[src/rtl/vsense_pkg.sv]
package vsense_pkg;

   typedef enum logic [2:0] {
      PH_IDLE   = 3'd0,
      PH_CHARGE = 3'd1,
      PH_DEAD   = 3'd2,
      PH_CONV   = 3'd3,
      PH_LATCH  = 3'd4,
      PH_DISCH  = 3'd5
   } phase_t;

endpackage

[src/rtl/vsense_timer.sv]
module vsense_timer #(
   parameter int DUR_W = 16
) (
   input  logic             clk_i,
   input  logic             rst_i,
   input  logic             load_i,
   input  logic [DUR_W-1:0] val_i,
   output logic             done_o
);

   logic [DUR_W-1:0] cnt_q;

   always_ff @(posedge clk_i) begin
      if (rst_i)              cnt_q <= '0;
      else if (load_i)        cnt_q <= val_i;
      else if (cnt_q != '0)   cnt_q <= cnt_q - 1'b1;
   end

   assign done_o = (cnt_q == '0);

   // the interval counter steps down by one per cycle until reloaded
   p_step_down_r2: assert property (@(posedge clk_i) disable iff (rst_i)
      (!load_i && cnt_q != '0) |=> (cnt_q == $past(cnt_q) - 1'b1));

endmodule

[src/rtl/vsense_ctrl.sv]
module vsense_ctrl
   import vsense_pkg::*;
#(
   parameter int DUR_W = 16
) (
   input  logic             clk_i,
   input  logic             rst_i,
   input  logic             start_i,
   input  logic             cont_i,
   input  logic [DUR_W-1:0] chg_cyc_i,
   input  logic [DUR_W-1:0] conv_cyc_i,
   input  logic [DUR_W-1:0] dis_cyc_i,
   input  logic             tmr_done_i,
   output logic             tmr_load_o,
   output logic [DUR_W-1:0] tmr_val_o,
   output phase_t           phase_o
);

   phase_t           phase_q, phase_d;
   logic [DUR_W-1:0] conv_q, dis_q;
   logic             round_go;

   // a zero length behaves as one cycle; the timer wants length minus one
   function automatic logic [DUR_W-1:0] len_m1(input logic [DUR_W-1:0] n);
      return (n == '0) ? '0 : n - 1'b1;
   endfunction

   always_comb begin
      phase_d    = phase_q;
      tmr_load_o = 1'b0;
      tmr_val_o  = '0;
      unique case (phase_q)
         PH_IDLE: if (start_i) begin
            phase_d    = PH_CHARGE;
            tmr_load_o = 1'b1;
            tmr_val_o  = len_m1(chg_cyc_i);
         end
         PH_CHARGE: if (tmr_done_i) phase_d = PH_DEAD;
         PH_DEAD: begin
            phase_d    = PH_CONV;
            tmr_load_o = 1'b1;
            tmr_val_o  = len_m1(conv_q);
         end
         PH_CONV: if (tmr_done_i) phase_d = PH_LATCH;
         PH_LATCH: begin
            phase_d    = PH_DISCH;
            tmr_load_o = 1'b1;
            tmr_val_o  = len_m1(dis_q);
         end
         PH_DISCH: if (tmr_done_i) begin
            if (cont_i) begin
               phase_d    = PH_CHARGE;
               tmr_load_o = 1'b1;
               tmr_val_o  = len_m1(chg_cyc_i);
            end else begin
               phase_d = PH_IDLE;
            end
         end
         default: phase_d = PH_IDLE;
      endcase
   end

   assign round_go = tmr_load_o && (phase_d == PH_CHARGE);

   always_ff @(posedge clk_i) begin
      if (rst_i) begin
         phase_q <= PH_IDLE;
         conv_q  <= '0;
         dis_q   <= '0;
      end else begin
         phase_q <= phase_d;
         if (round_go) begin
            conv_q <= conv_cyc_i;
            dis_q  <= dis_cyc_i;
         end
      end
   end

   assign phase_o = phase_q;

   // a busy round ignores start: only idle or a finished discharge can begin one
   p_start_ignored_r9: assert property (@(posedge clk_i) disable iff (rst_i)
      (phase_q == PH_CONV) |=> (phase_q == PH_CONV || phase_q == PH_LATCH));

   // dead cycle always precedes conversion
   p_dead_before_conv_r3: assert property (@(posedge clk_i) disable iff (rst_i)
      (phase_q == PH_CONV && $past(phase_q) != PH_CONV) |-> ($past(phase_q) == PH_DEAD));

endmodule

[src/rtl/vsense_capture.sv]
module vsense_capture #(
   parameter int CNT_W = 12,
   parameter int RES_W = 12
) (
   input  logic             clk_i,
   input  logic             rst_i,
   input  logic             latch_i,
   input  logic [CNT_W-1:0] count_i,
   output logic [RES_W-1:0] result_o,
   output logic             valid_o
);

   logic [RES_W-1:0] cap;

   generate
      if (RES_W >= CNT_W) begin : g_widen
         assign cap = RES_W'(count_i);
      end else begin : g_clip
         assign cap = (|count_i[CNT_W-1:RES_W]) ? {RES_W{1'b1}} : count_i[RES_W-1:0];
      end
   endgenerate

   always_ff @(posedge clk_i) begin
      if (rst_i) begin
         result_o <= '0;
         valid_o  <= 1'b0;
      end else begin
         valid_o <= latch_i;
         if (latch_i) result_o <= cap;
      end
   end

   p_valid_after_latch_r5: assert property (@(posedge clk_i) disable iff (rst_i)
      valid_o |-> $past(latch_i));

   p_result_hold_r8: assert property (@(posedge clk_i) disable iff (rst_i)
      !$past(latch_i) |-> $stable(result_o));

endmodule

[src/rtl/vsense_seq.sv]
module vsense_seq
   import vsense_pkg::*;
#(
   parameter int DUR_W = 16,
   parameter int CNT_W = 12,
   parameter int RES_W = 12
) (
   input  logic             clk_i,
   input  logic             rst_i,
   input  logic             start_i,
   input  logic             cont_i,
   input  logic [DUR_W-1:0] chg_cyc_i,
   input  logic [DUR_W-1:0] conv_cyc_i,
   input  logic [DUR_W-1:0] dis_cyc_i,
   input  logic [CNT_W-1:0] count_i,
   output logic             chg_sw_o,
   output logic             conn_sw_o,
   output logic             byp_sw_o,
   output logic             dis_en_o,
   output logic             cnt_en_o,
   output logic             cnt_clr_o,
   output logic [RES_W-1:0] result_o,
   output logic             valid_o
);

   generate
      if (DUR_W < 2 || DUR_W > 32) begin : g_bad_dur
         $error("vsense_seq: DUR_W must lie in 2..32");
      end
      if (CNT_W < 1 || RES_W < 1) begin : g_bad_cnt
         $error("vsense_seq: CNT_W and RES_W must be positive");
      end
   endgenerate

   phase_t           phase;
   logic             tmr_load, tmr_done;
   logic [DUR_W-1:0] tmr_val;

   vsense_ctrl #(.DUR_W(DUR_W)) ctrl_i (
      .clk_i      (clk_i),
      .rst_i      (rst_i),
      .start_i    (start_i),
      .cont_i     (cont_i),
      .chg_cyc_i  (chg_cyc_i),
      .conv_cyc_i (conv_cyc_i),
      .dis_cyc_i  (dis_cyc_i),
      .tmr_done_i (tmr_done),
      .tmr_load_o (tmr_load),
      .tmr_val_o  (tmr_val),
      .phase_o    (phase)
   );

   vsense_timer #(.DUR_W(DUR_W)) timer_i (
      .clk_i  (clk_i),
      .rst_i  (rst_i),
      .load_i (tmr_load),
      .val_i  (tmr_val),
      .done_o (tmr_done)
   );

   vsense_capture #(.CNT_W(CNT_W), .RES_W(RES_W)) cap_i (
      .clk_i    (clk_i),
      .rst_i    (rst_i),
      .latch_i  (byp_sw_o),
      .count_i  (count_i),
      .result_o (result_o),
      .valid_o  (valid_o)
   );

   assign chg_sw_o  = (phase == PH_CHARGE);
   assign conn_sw_o = (phase == PH_CONV);
   assign cnt_en_o  = (phase == PH_CONV);
   assign byp_sw_o  = (phase == PH_LATCH);
   assign dis_en_o  = (phase == PH_DISCH);
   assign cnt_clr_o = (phase == PH_DISCH);

   p_switch_excl_r3: assert property (@(posedge clk_i) disable iff (rst_i)
      !(chg_sw_o && conn_sw_o));

   p_gap_after_charge_r3: assert property (@(posedge clk_i) disable iff (rst_i)
      $fell(chg_sw_o) |-> (!conn_sw_o && !byp_sw_o && !dis_en_o));

   p_count_only_connected_r4: assert property (@(posedge clk_i) disable iff (rst_i)
      cnt_en_o |-> (conn_sw_o && !dis_en_o && !byp_sw_o));

   p_bypass_one_cycle_r5: assert property (@(posedge clk_i) disable iff (rst_i)
      byp_sw_o |=> (!byp_sw_o && dis_en_o));

   p_discharge_isolated_r7: assert property (@(posedge clk_i) disable iff (rst_i)
      dis_en_o |-> (cnt_clr_o && !chg_sw_o && !conn_sw_o));

endmodule

[config.mk]
export PLATFORM = sky130hd
export DESIGN_NAME = vsense_seq
export DESIGN_NICKNAME = d
export VERILOG_FILES = /design/src/rtl/vsense_pkg.sv /design/src/rtl/vsense_timer.sv /design/src/rtl/vsense_ctrl.sv /design/src/rtl/vsense_capture.sv /design/src/rtl/vsense_seq.sv
export SDC_FILE = /design/constraint.sdc
export NUM_CORES = 1
export LEC_CHECK = 0
export ABC_CLOCK_PERIOD_IN_PS = 3100
export BUFFER_PORTS_ARGS = -buffer_cell sky130_fd_sc_hd__buf_4
export CORE_AREA = 3 3 85 87
export DETAILED_ROUTE_END_ITERATION = 10
export DIE_AREA = 0 0 88 90
export HOLD_SLACK_MARGIN = 0.02
export PLACE_DENSITY_LB_ADDON = 0.2
export SLEW_MARGIN = 20
export SYNTH_ARGS = -nofsm -noshare
export SYNTH_HDL_FRONTEND = slang
export SYNTH_SLANG_ARGS = --single-unit
[constraint.sdc]
create_clock -name clk_i -period 3.1 [get_ports clk_i]
set_clock_uncertainty 0.1 [all_clocks]
set_input_delay 0.31 -clock clk_i [delete_from_list [all_inputs] [get_ports clk_i]]
set_output_delay 0.31 -clock clk_i [all_outputs]
set_load 0.05 [all_outputs]
==> out/metrics.yaml <==
place:
  place_area_um2: 4490
  pre_cts_ws_ps: 676
  dp.cells: 633
  hpwlAfterDp_mm: 7.76
  gp_congestion: 0.963
  portBuffers: 82
pwr:
  cellLeakagePower_nw: 1.92
  cellPowerDensity_nw_per_um2: 518
  peakVddDrop_mv: 0.309
  power_mw: 2.41
grt:
  grt_usage: 0.264
  grt_pass1_vias: 3574
  grt_max_degree: 63
  antenna_found_initial: 0
  grt.overflow.total: 0
  grt_pass1_wl_mm: 16.8
logic_synthesis:
  ys_top_cells_by_count: "113 x nand2_1, 70 x a21oi_1, 64 x dfxtp_1, 26 x xor2_1, 21 x nor3_1"
  synth.distinct_cells: 60
  synth_area_leaders: "dfxtp_1 33%, nand2_1 11%, a21oi_1 9.1%"
  syn_inst: 493
  synth_edf_count: 0
  yosysWarnings: 0
  avgSynthCellArea_um2: 7.80
  yosysMostFrequentCell: "nand2_1"
  async_reset_ff_frac: 0
  yosysSeqAreaShare: 0.333
  synthFlopType: "dfxtp_1"
  synth_fp_nets: 564
  yosys.area.top_type: "dfxtp_1"
  synth_top_area_share: 0.333
  ys_ff_latch: 64
  syn_area_um2: 3840
timing:
  fmax_ghz: 0.397
  holdWs_ps: 104
  setup_tns_ps: 0
  relSlewSlack: 0.453
  drv_slew: 0
  finalSetupViolCount: 0
  worstMarginPinSlew_ps: 817
  fin_crit_ps: 2520
  finalHoldViolations: 0
  fin_ws_ps: 584
  rsz0062_at_grt: "false"
  min_period_over_period: 0.812
drt:
  viasPerCell: 5.84
  wl_per_cell_um: 15.8
  ant_nets: 0
  drc: 0
  drt-total-wl_mm: 10.2
  via_count: 3788
  drtPass1Iterations: 5
  drt_iter0_drc: 259
finish:
  fin_util: 0.725
  synthToLayoutAreaGrowth_pct: 21.1
  layout-drive-gt1-share: 0.206
  fin_area_um2: 4660
  num-fill-cells: 521
  fin_nets: 638
  insertedDiodeCount: 0
  finalNonFillerCells: 649
clock_tree:
  clock-sinks: 64
  cts_tree: "yes"
  clk_pin_slew_ps: 70
  htree_levels: 3
  postCtsSetupBuffers: 0
  cts_resized: 0
  cts_buffer_depth: 2
  cts-root-buf: "clkbuf_8"
  hold_buffers: 0
  worstSkewPairLatency_ps: 340
  cts_made_buffers: 9
setup_path:
  start_kind: "register"
  crit_family: "compound AO/OA/AOI/OAI gates"
  crit_arrival_ps: 2620
  slowest_stage: "o41ai_4"
  crit_buf_inv: 0
  max_stage_delay_ps: 790
  crit_type: "reg2reg"
  cp.required_ps: 3210
  critPathCaptureType: "register"
  path_cells: "nor4_4, nand2b_2, o41ai_4, o22ai_1, a211oi_1, nor3_1"
  crit_fanout: 15
floorplanning:
  core_area_um2: 6420
  die_h_um: 90
  die_w_um: 88
  ios: 83
  die_area_um2: 7920
  rows: 29
  start_util: 0.599
run_status:
  outcome: "completed"
flow_run:
  drv_cap: 0
worst_hold_path:
  min_path_type: "in2reg"
==> state kept, by name, summed over array words and instances, names as in the netlist <==
register,flops
ctrl_i.conv_q,16
ctrl_i.dis_q,16
timer_i.cnt_q,16
cap_i.result_o,12
ctrl_i.phase_o,3
cap_i.valid_o,1
==> worst min-delay path, stage by stage <==
cell and delay [ps]:
buf_4 110, nand2_1 40, a21oi_1 50
==> power by group <==
group | total (mW) | switching [mW] | internal [mW]
logic | 0.793 | 0.438 | 0.356
clock network | 0.629 | 0.322 | 0.307
registers | 0.990 | 0.0946 | 0.896
total | 2.41 | 0.854 | 1.56
==> final timing paths <==
path,slack [ps],endpoint,cells past startpoint,from
worst max-delay path,580,timer_i.cnt_q[4]$_SDFFE_PP0P_,6,ctrl_i.dis_q[6]$_SDFFE_PP0P_
worst min-delay path,100,cap_i.result_o[3]$_SDFFE_PP0P_,3,count_i[3]
worst max register to register,580,timer_i.cnt_q[4]$_SDFFE_PP0P_,6,ctrl_i.dis_q[6]$_SDFFE_PP0P_
worst min register to register,360,cap_i.result_o[8]$_SDFFE_PP0P_,2,cap_i.result_o[8]$_SDFFE_PP0P_
==> final cells by class <==
| type | count | area, um^2 | area share |
|---|---|---|---|
| Multi-Input combinational cell | 392 | 2400 | 0.515 |
| Sequential cell | 64 | 1280 | 0.275 |
| Timing Repair Buffer | 88 | 673 | 0.145 |
| Clock buffer | 12 | 145 | 0.0312 |
| Tap cell | 77 | 96.3 | 0.0207 |
| Inverter | 12 | 45.0 | 0.00967 |
| Clock inverter | 4 | 20.0 | 0.00430 |
==> placed cells by master (no fill, tap or decap), drive strengths merged, types with 4 or more instances in the layout <==
cell type / netlist / layout
o22ai: 6 / 6
a211oi: 10 / 10
nand2b: 5 / 5
xnor2: 19 / 19
dfxtp: 64 / 64
nor3: 22 / 22
xor2: 26 / 26
o22a: 5 / 5
and2: 6 / 6
or3: 6 / 6
nand3: 7 / 7
nor2: 21 / 21
mux2i: 5 / 5
inv: 12 / 12
clkbuf: 11 / 12
nand2: 114 / 114
clkinv: 0 / 4
a21oi: 70 / 70
a2bb2oi: 6 / 6
o21ai: 6 / 6
ha: 7 / 7
nor4: 11 / 11
buf: 14 / 88
==> per-layer routing <==
layer  vias up  track usage  part of all wire
li1       1873            -                 -
met1      1732        0.356              0.42
met2       159        0.408              0.48
met3        24       0.0494             0.075
met4         0        0.111             0.026
met5         -            0                 0
==> cells by family after synthesis <==
logic type / share of synthesized area
adder cells (fa/ha/maj): 0.0228
AND/OR/NAND/NOR: 0.282
flip-flops: 0.333
AO/OA/AOI/OAI: 0.201
buffers and inverters: 0.0446
multiplexers: 0.0130
XOR/XNOR: 0.103
No activity file was read; power rests on OpenSTA's default activity.
